File: config.mk
export PLATFORM = sky130hd
export DESIGN_NAME = sdram_burst_engine
export DESIGN_NICKNAME = d
export VERILOG_FILES = /design/src/rtl/sbe_pkg.sv /design/src/rtl/sbe_suspend_gate.sv /design/src/rtl/sbe_burst_ctrl.sv /design/src/rtl/sbe_col_gen.sv /design/src/rtl/sdram_burst_engine.sv
export SDC_FILE = /design/constraint.sdc
export NUM_CORES = 1
export LEC_CHECK = 0
export BUFFER_PORTS_ARGS = -buffer_cell sky130_fd_sc_hd__buf_2
export CORE_ASPECT_RATIO = 2
export CORE_MARGIN = 3
export CORE_UTILIZATION = 30
export DETAILED_ROUTE_END_ITERATION = 12
export PLACE_DENSITY = 0.6
export SLEW_MARGIN = 15
export SYNTH_ARGS = -nofsm -noshare
export SYNTH_HDL_FRONTEND = slang
export SYNTH_SLANG_ARGS = --single-unit
File: constraint.sdc
create_clock -name clk_i -period 3.06 [get_ports clk_i]
set_clock_uncertainty 0.2 [all_clocks]
set_input_delay 0.153 -clock clk_i [delete_from_list [all_inputs] [get_ports clk_i]]
set_output_delay 0.153 -clock clk_i [all_outputs]
set_load 0.03 [all_outputs]
File: src/rtl/sbe_pkg.sv
package sbe_pkg;
  typedef enum logic {ORD_SEQ = 1'b0, ORD_ILV = 1'b1} ord_e;

  function automatic int unsigned clamp_sel(input int unsigned sel, input int unsigned max_sel);
    return (sel > max_sel) ? max_sel : sel;
  endfunction
endpackage

File: src/rtl/sbe_suspend_gate.sv
module sbe_suspend_gate (
  input  logic clk_i,
  input  logic rst_ni,
  input  logic cke_i,
  output logic sus_o,
  output logic step_o
);
  logic sus_q;

  always_ff @(posedge clk_i or negedge rst_ni) begin
    if (!rst_ni) sus_q <= 1'b0;
    else         sus_q <= ~cke_i;
  end

  assign sus_o  = sus_q;
  assign step_o = ~sus_q;
endmodule

File: src/rtl/sbe_burst_ctrl.sv
module sbe_burst_ctrl #(
  parameter int unsigned COL_W = 9,
  parameter int unsigned IDX_W = 3
) (
  input  logic               clk_i,
  input  logic               rst_ni,
  input  logic               step_i,
  input  logic               cmd_valid_i,
  input  logic               cmd_write_i,
  input  logic [COL_W-1:0]   col_i,
  input  logic [IDX_W-1:0]   len_m1_i,
  input  sbe_pkg::ord_e      ord_i,
  output logic               active_o,
  output logic               write_o,
  output logic [IDX_W-1:0]   idx_o,
  output logic [COL_W-1:0]   start_o,
  output logic [IDX_W-1:0]   len_m1_o,
  output sbe_pkg::ord_e      ord_o
);
  logic             active_q, write_q;
  logic [IDX_W-1:0] idx_q, len_m1_q;
  logic [COL_W-1:0] start_q;
  sbe_pkg::ord_e    ord_q;
  logic             last_beat;

  assign last_beat = (idx_q == len_m1_q);

  always_ff @(posedge clk_i or negedge rst_ni) begin
    if (!rst_ni) begin
      active_q <= 1'b0;
      write_q  <= 1'b0;
      idx_q    <= '0;
      len_m1_q <= '0;
      start_q  <= '0;
      ord_q    <= sbe_pkg::ORD_SEQ;
    end else if (step_i) begin
      if (cmd_valid_i) begin
        // new command restarts the burst
        active_q <= 1'b1;
        write_q  <= cmd_write_i;
        idx_q    <= '0;
        len_m1_q <= len_m1_i;
        start_q  <= col_i;
        ord_q    <= ord_i;
      end else if (active_q) begin
        if (last_beat) begin
          active_q <= 1'b0;
          idx_q    <= '0;
        end else begin
          idx_q    <= idx_q + 1'b1;
        end
      end
    end
  end

  assign active_o = active_q;
  assign write_o  = write_q;
  assign idx_o    = idx_q;
  assign start_o  = start_q;
  assign len_m1_o = len_m1_q;
  assign ord_o    = ord_q;
endmodule

File: src/rtl/sbe_col_gen.sv
module sbe_col_gen #(
  parameter int unsigned COL_W = 9,
  parameter int unsigned IDX_W = 3
) (
  input  logic [COL_W-1:0] start_i,
  input  logic [IDX_W-1:0] idx_i,
  input  logic [IDX_W-1:0] len_m1_i,
  input  sbe_pkg::ord_e    ord_i,
  output logic [COL_W-1:0] col_o
);
  logic [IDX_W-1:0] seq_sum;

  assign seq_sum = start_i[IDX_W-1:0] + idx_i;

  // bits inside the burst block follow the ordering, the rest pass through
  for (genvar b = 0; b < IDX_W; b++) begin : g_low
    logic moved;
    assign moved    = (ord_i == sbe_pkg::ORD_ILV) ? (start_i[b] ^ idx_i[b]) : seq_sum[b];
    assign col_o[b] = len_m1_i[b] ? moved : start_i[b];
  end

  if (COL_W > IDX_W) begin : g_high
    assign col_o[COL_W-1:IDX_W] = start_i[COL_W-1:IDX_W];
  end
endmodule

File: src/rtl/sdram_burst_engine.sv
module sdram_burst_engine #(
  parameter int unsigned COL_W  = 9,
  parameter int unsigned MAX_BL = 8,
  localparam int unsigned IDX_W = (MAX_BL > 1) ? $clog2(MAX_BL) : 1,
  localparam int unsigned BLS_W = $clog2(IDX_W + 1)
) (
  input  logic             clk_i,
  input  logic             rst_ni,
  input  logic             cke_i,
  input  logic             cmd_valid_i,
  input  logic             cmd_write_i,
  input  logic [COL_W-1:0] col_i,
  input  logic [BLS_W-1:0] bl_sel_i,
  input  logic             ilv_i,
  input  logic             wr_single_i,
  output logic [COL_W-1:0] col_o,
  output logic             rd_valid_o,
  output logic             wr_accept_o
);
  logic             sus_q, step;
  logic             active, write;
  logic [IDX_W-1:0] idx, len_m1, cur_len_m1, bl_len_m1;
  logic [COL_W-1:0] start;
  sbe_pkg::ord_e    ord, cmd_ord;

  always_comb begin
    bl_len_m1 = '0;
    for (int unsigned s = 0; s <= IDX_W; s++) begin
      if (s == sbe_pkg::clamp_sel(32'(bl_sel_i), IDX_W))
        bl_len_m1 = IDX_W'((1 << s) - 1);
    end
  end

  assign cur_len_m1 = (cmd_write_i && wr_single_i) ? '0 : bl_len_m1;
  assign cmd_ord    = ilv_i ? sbe_pkg::ORD_ILV : sbe_pkg::ORD_SEQ;

  sbe_suspend_gate i_gate (
    .clk_i  (clk_i),
    .rst_ni (rst_ni),
    .cke_i  (cke_i),
    .sus_o  (sus_q),
    .step_o (step)
  );

  sbe_burst_ctrl #(.COL_W(COL_W), .IDX_W(IDX_W)) i_ctrl (
    .clk_i       (clk_i),
    .rst_ni      (rst_ni),
    .step_i      (step),
    .cmd_valid_i (cmd_valid_i),
    .cmd_write_i (cmd_write_i),
    .col_i       (col_i),
    .len_m1_i    (cur_len_m1),
    .ord_i       (cmd_ord),
    .active_o    (active),
    .write_o     (write),
    .idx_o       (idx),
    .start_o     (start),
    .len_m1_o    (len_m1),
    .ord_o       (ord)
  );

  sbe_col_gen #(.COL_W(COL_W), .IDX_W(IDX_W)) i_col (
    .start_i  (start),
    .idx_i    (idx),
    .len_m1_i (len_m1),
    .ord_i    (ord),
    .col_o    (col_o)
  );

  assign rd_valid_o  = active & ~write;
  assign wr_accept_o = active & write & ~sus_q;
endmodule

After elaboration in Yosys (flattened, before gate mapping):

Cells that the tools add are included.

* add/subtract/negate cells: 2
* equal/unequal tests: 4
* mux-type cells: 17
* bitwise gates (word level): 9
* reductions and logical operators: 4

Operators with widths (count)
* two-way mux 3 bit: 6
* two-way mux 1 bit: 11
* equality test 2 bit, first input constant: 2
* AND reduction 2 bit: 2
* adder 3 x 1 -> 3 bit, second input constant: 1
* adder 3 bit: 1
* bitwise AND 1 bit: 3
* equality test 3 bit: 1
* NOT 1 bit: 3
* XOR 1 bit: 3
* equality test 1 x 2 -> 1 bit, first input constant: 1
* nonzero test 2 bit: 1
* logical AND 1 bit: 1

* register bits: 19
* input bits: 18
* output and inout bits: 11
* word-level logic and storage cells: 43

Longest topological paths before layout:

Gate-level depths: netlist of run 1.

* depth after elaboration: 5
* gate-level depth with buffers: 6
* mapped depth without buffers: 6

Modules after synthesis:

Synthesis of run 1 repeated with hierarchy kept, for this count alone.

* cells, all modules: 83
* area total of the unflattened synthesis: 1012.2 um2

Modules (own cells, without submodules)
* sbe_burst_ctrl: instances 1, cells each 55, area an instance 775.7 um2, seq. area each 450.4 um2
* sbe_col_gen: instances 1, cells each 18, area an instance 163.9 um2, seq. area each 0.0 um2
* sdram_burst_engine: instances 1, cells each 7, area an instance 40.0 um2, seq. area each 0.0 um2
* sbe_suspend_gate: instances 1, cells each 3, area an instance 32.5 um2, seq. area each 25.0 um2

Worst setup path before layout of run 1:

No wires, ideal clock.

* path type: flip-flop to output port
* start: reg i_ctrl.idx_q[0], in the netlist i_ctrl.idx_o[0]
* end: out col_o[2]
* arrival time: 1788 ps
* data required time: 2707 ps
* setup slack: 919 ps
* cell stages (with the launch flop): 7
* path buffers: 0
* cell sequence: dfrtp_1 -> ha_1 -> fa_1 -> nand2b_1 -> xnor2_1 -> nand2_1 -> xnor2_1

* longest elaborated chain between the ends: 3

RTL lines
* from (decl): line sbe_burst_ctrl.sv:21 `logic [IDX_W-1:0] idx_q, len_m1_q;`
* from (signal assigned): line sbe_burst_ctrl.sv:50 `idx_q <= idx_q + 1'b1;`
* adder 3 bit: line sbe_col_gen.sv:13 `assign seq_sum = start_i[IDX_W-1:0] + idx_i;`
* two-way mux 1 bit: line sbe_col_gen.sv:18 `assign moved = (ord_i == sbe_pkg::ORD_ILV) ? (start_i[b] ^ idx_i[b]) : seq_sum[b];`
* two-way mux 1 bit: line sbe_col_gen.sv:19 `assign col_o[b] = len_m1_i[b] ? moved : start_i[b];`
* to (decl): line sdram_burst_engine.sv:16 `output logic [COL_W-1:0] col_o,`

Every way passes these cells.

Worst setup path after layout of run 1:

Ends and elaborated chain as after synthesis.

==> out/results.tsv, run 1 <==
metric	value	unit
drv_slew	0	
r2r_cells	4	
start_kind	register	
pin_count	29	
postSynthCellCount	109	
max_freq	0.434	GHz
rsz0062_at_grt	no	
cts_hold_buf	18	
cap_violations	0	
die_w	46.6	um
drt-initial-drc-count	12	
synth-edff-count	0	
portBuffers	28	
clkLatencyLatePin	0.26	ns
clock-root-buffer	clkbuf_8	
dr_wl_met2	1.26	mm
ys.flop_type	dfrtp_1	
regToRegEndpoint	i_ctrl.len_m1_o[2]$_DFFE_PN0P_	
wl_per_cell	12.2	um
cts_num_sinks	19	
die-area	4070	um^2
num-fill-cells	298	
area_growth	33.7	%
tns	0	ns
track_usage	12.9	%
clk_pin_slew	0.07	ns
reg2reg_from	i_gate.sus_o$_DFF_PN0_	
outcome	complete, no violations	
setup_slack	0.757	ns
dp_hpwl	1.56	mm
place.gp.congestion	0.722	
yosysWarningCount	0	
start_util	32.5	%
grt_max_degree	20	
p_leak	0.687	nW
synth.distinct_cells	26	
min_period_over_period	75.3	%
dpl_worst_slack	1.01	ns
max-slew-margin-rel	58.7	%
ys_ff_latch	19	
crit_arrival	1.95	ns
syn-num-nets	131	
finalWirelength	2.19	mm
worstMarginPinSlew	0.620	ns
via_per_inst	4.69	
antenna_cells	0	
synth.area.top_cells	dfrtp_1 (48%), nand2_1 (16%), buf_4 (5.3%)	
final_util	43.5	%
drt-met1-wl	816	um
synth-seq-area-share	48.0	%
dr.pass1.iters	3	
fp.coreArea	3050	um^2
async_reset_ff_share	100	%
crit_path_max_fanout	6	
synthDominantCellAreaShare	48.0	%
postCtsSetupBuffers	0	
grt_pass1_vias	879	
numCtsBuffers	3	
syn_avg_cell_area	9.09	um^2
power_density	592	nW/um^2
dr_wl_met3	63	um
syn-cell-area	991	um^2
via_count	844	
std_cell_rows	28	
ant_nets	0	
hold_viol_final	0	
crit_required	2.71	ns
clockBufferDepth	2	
drc	0	
ir_drop	424	uV
setup_viol	0	
finalCriticalPeriod	2.30	ns
die_h	87.3	um
overflow	0	
grt_pass1_wl	3.80	mm
yosys.area.top_type	dfrtp_1	
crit_path_end_kind	output port	
dr.max_layer_used	met4	
cts_tree	yes	
fin_nets	173	
crit_start	i_ctrl.idx_o[0]$_DFFE_PN0P_	
rrSetupSlack	1.05	ns
layout-drive-gt1-share	24.0	%
htreeDepth	1	
critPathKind	register to output port	
cts_resized	0	
antenna_found_initial	0	
hold_path_class	input pin to async pin	
layout make-up:
cell class	instances	area, um^2	area share (%)
sequential	19	475	35.9
multi-input combinational	80	443	33.4
timing repair buffer	46	320	24.2
clock buffer	4	45.0	3.40
tap	30	37.5	2.83
inverter	1	3.75	0.283
stage by stage:
step                hold slack [ns]  cell area (um^2)  instances  power (mW)
finish                        0.169              1330        180       0.784
global route                  0.199              1330        180       0.841
floorplan                    -0.343               991        109       0.537
global placement            -0.0915              1100        158       0.589
detailed placement          -0.0708              1100        158       0.602
CTS                           0.178              1330        180       0.797
per-layer routing:
layer,up-vias,track usage (%)
met5,-,0
met2,18,23.9
met1,396,12.8
met4,0,6.80
li1,425,-
met3,5,1.86
worst max-delay path, cell delays in order (launching register included):
cell and delay, ns:
dfrtp_1 0.45, ha_1 0.25, fa_1 0.37, nand2b_1 0.09, xnor2_1 0.11, nand2_1 0.09
xnor2_1 0.12, buf_2 0.21
how the worst max path moves through the flow:
stage / to
2_1_floorplan: col_o[2]
3_3_place_gp: col_o[2]
3_5_place_dp: col_o[2]
4_1_cts: col_o[2]
5_1_grt: col_o[2]
6_report: col_o[2]
placed cells by master (no fill, tap or decap):
master,instances
nand2_1,42
buf_2,28
dfrtp_1,19
dlygate4sd3_1,18
o21ai_0,7
xnor2_1,5
nor2_1,4
ha_1,3
clkbuf_8,3
nand2b_1,2
a21oi_1,2
nand3_1,2
nor2b_1,1
and2b_2,1
and2_1,1
mux2_2,1
mux2i_1,1
inv_1,1
and2b_1,1
nand3_2,1
nand4b_1,1
nand4_1,1
nand2_2,1
nor3b_1,1
o31ai_2,1
fa_1,1
clkbuf_1,1
synth_stat cells, drive strengths merged, types with 2 or more instances:
| cell | instances |
|---|---|
| nand2 | 43 |
| dfrtp | 19 |
| buf | 9 |
| o21ai | 7 |
| xnor2 | 5 |
| nor2 | 4 |
| ha | 3 |
| nand3 | 3 |
| a21oi | 2 |
| and2b | 2 |
| nand2b | 2 |
cells by family after synthesis:
group	after synthesis	synth area share (%)
buffers and inverters	10	7.32
AOI/OAI and AO/OA	10	5.81
adders and majority gates	4	5.81
and+or+nand+nor	59	26.5
muxes	2	2.15
DFF	19	48.0
xor gates and xnor gates	5	4.42
registers in the layout, indices dropped and copies added (netlist names):
name and cells:
i_ctrl.active_o 1, i_ctrl.start_o 9, i_ctrl.idx_o 3, i_ctrl.ord_o 1
i_ctrl.len_m1_o 3, i_gate.sus_o 1, i_ctrl.write_o 1
power breakdown:
| group | internal [mW] | switching (mW) |
|---|---|---|
| combinational | 0.114 | 0.155 |
| clock | 0.0925 | 0.0801 |
| sequential | 0.293 | 0.0493 |
| total | 0.500 | 0.284 |
(Power assumes the default switching activity.)
==> run 2, diff against run 1 <==
--- a/config.mk
+++ b/config.mk
@@ -10,7 +10,7 @@
 export CORE_MARGIN = 3
 export CORE_UTILIZATION = 30
 export DETAILED_ROUTE_END_ITERATION = 12
-export PLACE_DENSITY = 0.6
+export PLACE_DENSITY = 0.62
 export SLEW_MARGIN = 15
 export SYNTH_ARGS = -nofsm -noshare
 export SYNTH_HDL_FRONTEND = slang
==> constraint.sdc (replaced) <==
create_clock -name clk_i -period 1.9 [get_ports clk_i]
set_clock_uncertainty 0.2 [all_clocks]
set_input_delay 0.095 -clock clk_i [delete_from_list [all_inputs] [get_ports clk_i]]
set_output_delay 0.095 -clock clk_i [all_outputs]
set_load 0.03 [all_outputs]
==> out/results.tsv, run 2 (synthesized netlist as in run 1, its figures left out) <==
metric	value	unit
outcome	finished, violations left	
violations	negative setup slack	
drv_slew	0	
clockBufferDepth	2	
dp_hpwl	1.64	mm
place_inst	160	
via_count	870	
portBuffers	28	
place.gp.congestion	0.686	
setup_slack	-0.159	ns
start_util	32.5	%
fin_nets	177	
finalWirelength	2.28	mm
overflow	0	
setup_viol	2	
max-slew-margin-rel	59.1	%
dr.pass1.iters	4	
tns	-0.262	ns
clk_pin_slew	0.07	ns
max_freq	0.486	GHz
postPlaceCellArea	1130	um^2
p_total	1.33	mW
cts_num_sinks	19	
min_period_over_period	108	%
antenna_cells	0	
hold_ws	0.104	ns
wl_per_cell	12.4	um
hold_path_class	input pin to async pin	
layout-drive-gt1-share	29.2	%
largest_reg_flops	9	
grt_pass1_vias	942	
crit_arrival	1.76	ns
ir_drop	609	uV
dpl_worst_slack	0.00566	ns
htreeDepth	1	
start_kind	register	
worstMarginPinSlew	0.613	ns
drc	0	
clock-root-buffer	clkbuf_8	
final_util	45.4	%
instances_no_fill	184	
crit_path_max_fanout	2	
crit_required	1.60	ns
antenna_found_initial	0	
final_cell_mix	nand2_1 (42), buf_2 (26), dfrtp_1 (19), dlygate4sd3_1 (18), o21ai_0 (7)	
drt-initial-drc-count	11	
ant_nets	0	
power_density	961	nW/um^2
die_h	87.3	um
cts_tree	yes	
p_leak	0.715	nW
final_common_cell	nand2_1	
critPathKind	register to output port	
via_per_inst	4.73	
cap_violations	0	
hold_viol_final	0	
die-area	4070	um^2
die_w	46.6	um
finalCriticalPeriod	2.06	ns
area_growth	39.8	%
grt_max_degree	20	
rsz0062_at_grt	yes	
crit_path_end_kind	output port	
track_usage	13.1	%
numCtsBuffers	3	
std_cell_rows	28	
final_area	1390	um^2
clkLatencyLatePin	0.25	ns
grt_pass1_wl	3.91	mm
pin_count	29	
fp.coreArea	3050	um^2
## run 2: what timing repair did
| item | 4_1_cts | 5_1_grt |
|---|---|---|
| endpoints found under the setup margin | 2 | 2 |
| hold endpoints to repair | 35 | 0 |
| gates resized for setup | 6 | 0 |
| buffers inserted | 1 | 1 |
| pin swaps | 1 | 1 |
| hold buffers | 18 | 0 |
| gates cloned | 0 | 0 |
## run 2: path summary, 6_finish.rpt
kind                                            endpoint  slack (ns)  depth (start not counted)                     startpoint
setup / recovery                                col_o[2]       -0.16                          7    i_ctrl.idx_o[0]$_DFFE_PN0P_
hold / removal             i_ctrl.start_o[4]$_DFFE_PN0P_        0.10                          2                         rst_ni
setup reg to reg             i_ctrl.active_o$_DFFE_PN0N_        0.33                          6    i_ctrl.idx_o[0]$_DFFE_PN0P_
hold reg to reg            i_ctrl.start_o[4]$_DFFE_PN0P_        0.28                          2  i_ctrl.start_o[4]$_DFFE_PN0P_
max in group asynchronous         i_gate.sus_o$_DFF_PN0_        1.10                          2                         rst_ni
min in group clk_i         i_ctrl.start_o[4]$_DFFE_PN0P_        0.28                          2  i_ctrl.start_o[4]$_DFFE_PN0P_
## run 2: report_power, final
part | total (mW) | switching, mW | leakage (nW) | internal, mW
logic | 0.519 | 0.288 | 0.453 | 0.232
registers | 0.536 | 0.0644 | 0.237 | 0.472
clock network | 0.275 | 0.130 | 0.0255 | 0.146
## run 2: metal layers
layer / vias to the layer above / global-route usage (%) / wire length, um
met2: 18 / 25.0 / 1380
met5: - / 0 / 0
met1: 416 / 12.7 / 801
met3: 4 / 2.07 / 63
li1: 432 / - / -
met4: 0 / 5.79 / 31
## run 2: area by class of cell
| class | count | area (um^2) |
|---|---|---|
| inverter | 1 | 3.75 |
| timing repair buffer | 50 | 363 |
| multi-input combinational | 80 | 459 |
| clock inverter | 1 | 5.00 |
| clock buffer | 3 | 41.3 |
| tap | 30 | 37.5 |
| sequential | 19 | 475 |
| fill | 297 | 1660 |
## run 2: critical path: stages (launching register included)
cell,delay (ns)
dfrtp_1,0.39
ha_2,0.20
fa_2,0.33
nand2b_1,0.09
xnor2_1,0.11
nand2_1,0.10
xnor2_2,0.14
buf_6,0.15
==> run 3, diff against run 2 <==
--- a/config.mk
+++ b/config.mk
@@ -6,12 +6,11 @@
 export NUM_CORES = 1
 export LEC_CHECK = 0
 export BUFFER_PORTS_ARGS = -buffer_cell sky130_fd_sc_hd__buf_2
-export CORE_ASPECT_RATIO = 2
 export CORE_MARGIN = 3
-export CORE_UTILIZATION = 30
+export CORE_UTILIZATION = 45
 export DETAILED_ROUTE_END_ITERATION = 12
-export PLACE_DENSITY = 0.62
-export SLEW_MARGIN = 15
+export PLACE_DENSITY = 0.83
+export SLEW_MARGIN = 20
 export SYNTH_ARGS = -nofsm -noshare
 export SYNTH_HDL_FRONTEND = slang
 export SYNTH_SLANG_ARGS = --single-unit
==> out/results.tsv, run 3 (synthesized netlist as in run 1, its figures left out) <==
metric	value	unit
outcome	finished, violations left	
violations	negative setup slack	
final_cell_mix	nand2_1 (42), buf_2 (26), dfrtp_1 (19), dlygate4sd3_1 (18), o21ai_0 (7)	
setup_viol	2	
min_period_over_period	110	%
crit_path_end_kind	output port	
setup_slack	-0.194	ns
crit_start	i_ctrl.idx_o[0]$_DFFE_PN0P_	
ir_drop	655	uV
p_leak	0.689	nW
max_freq	0.478	GHz
die_h	52.9	um
place_inst	156	
via_count	852	
antenna_cells	0	
grt_pass1_wl	3.46	mm
reg2reg_from	i_ctrl.idx_o[0]$_DFFE_PN0P_	
rsz0062_at_grt	yes	
dr.pass1.iters	4	
max-slew-margin-rel	61.1	%
clockBufferDepth	2	
instances_no_fill	178	
start_util	49.0	%
crit_required	1.60	ns
crit_arrival	1.80	ns
endpoint	col_o[2]	
finalCriticalPeriod	2.09	ns
cap_violations	0	
drv_slew	0	
overflow	0	
place.gp.congestion	0.807	
largest_reg_flops	9	
cts_num_sinks	19	
via_per_inst	4.79	
die_w	52.9	um
p_total	1.23	mW
hold_viol_final	0	
track_usage	16.9	%
pin_count	29	
drc	0	
grt_max_degree	20	
antenna_found_initial	0	
r2r_cells	5	
worstMarginPinSlew	0.583	ns
final_util	66.4	%
critPathKind	register to output port	
grt_pass1_vias	819	
die-area	2800	um^2
rrSetupSlack	0.41	ns
area_growth	35.5	%
finalWirelength	2.03	mm
ant_nets	0	
regToRegEndpoint	i_ctrl.active_o$_DFFE_PN0N_	
std_cell_rows	16	
clk_pin_slew	0.10	ns
dp_hpwl	1.37	mm
hold_path_class	input pin to async pin	
cts_tree	yes	
power_density	917	nW/um^2
drt-initial-drc-count	13	
start_kind	register	
htreeDepth	1	
portBuffers	28	
fin_nets	174	
crit_path_max_fanout	2	
clkLatencyLatePin	0.29	ns
layout-drive-gt1-share	27.8	%
wl_per_cell	11.4	um
final_common_cell	nand2_1	
fp.coreArea	2020	um^2
clock-root-buffer	clkbuf_4	
numCtsBuffers	3	
==> run 3: cell types whose count changed in the layout (fill, tap and decap cells not counted), sizes merged <==
cell / delta
clkinv: -1
clkbuf: +1
buf: -3
==> run 3: worst min path at each step <==
stage / start / cells after the start / end / slack [ns]
2_1_floorplan: rst_ni / 0 / i_ctrl.active_o$_DFFE_PN0N_ / -0.40
4_1_cts: rst_ni / 2 / i_ctrl.start_o[2]$_DFFE_PN0P_ / 0.06
6_report: rst_ni / 2 / i_ctrl.start_o[2]$_DFFE_PN0P_ / 0.05
5_1_grt: rst_ni / 2 / i_ctrl.start_o[2]$_DFFE_PN0P_ / 0.09
3_3_place_gp: rst_ni / 1 / i_ctrl.start_o[2]$_DFFE_PN0P_ / -0.15
3_5_place_dp: rst_ni / 1 / i_ctrl.start_o[2]$_DFFE_PN0P_ / -0.16
==> run 3: stage by stage <==
step / area [um^2] / setup slack [ns] / hold slack, ns / setup TNS (ns)
floorplan: 1000 / -0.0132 / -0.401 / -0.0132
CTS: 1340 / -0.247 / 0.0613 / -0.410
finish: 1340 / -0.194 / 0.0542 / -0.355
global placement: 1110 / 0.0748 / -0.153 / 0
global route: 1340 / -0.279 / 0.0866 / -0.506
detailed placement: 1110 / 0.0115 / -0.155 / 0
==> run 3: final cells by class <==
type	count	area (um^2)
repair buffers	47	340
multi-input cells	80	463
well taps	27	33.8
inverters	1	3.75
flip-flops and latches	19	475
fillers	157	679
clock buffers	4	26.3
==> run 3: repair_timing <==
item	4_1_cts	5_1_grt
pin swaps	3	2
resized for setup	6	1
buffers inserted	0	0
setup endpoints to repair	2	2
hold buffers	18	0
hold endpoints to repair	36	0
gates cloned	0	0
==> run 3: routing by layer <==
metal,routed length (um),up-vias,GRT usage (%)
li1,-,428,-
met4,17,0,7.66
met2,1080,16,29.8
met1,864,406,20.5
met3,70,2,1.97
met5,0,-,0
==> run 3: power breakdown <==
part / leakage [nW] / switching (mW) / internal, mW
Clock: 0.0150 / 0.117 / 0.0815
Combinational: 0.436 / 0.271 / 0.218
Sequential: 0.237 / 0.0721 / 0.471
Total: 0.689 / 0.460 / 0.771
==> run 3: critical path, stage by stage (launching register included) <==
cell and delay [ns]:
dfrtp_1 0.41, ha_2 0.20, fa_2 0.32, nand2b_1 0.08, xnor2_1 0.11, nand2_1 0.10, xnor2_2 0.14, buf_6 0.15
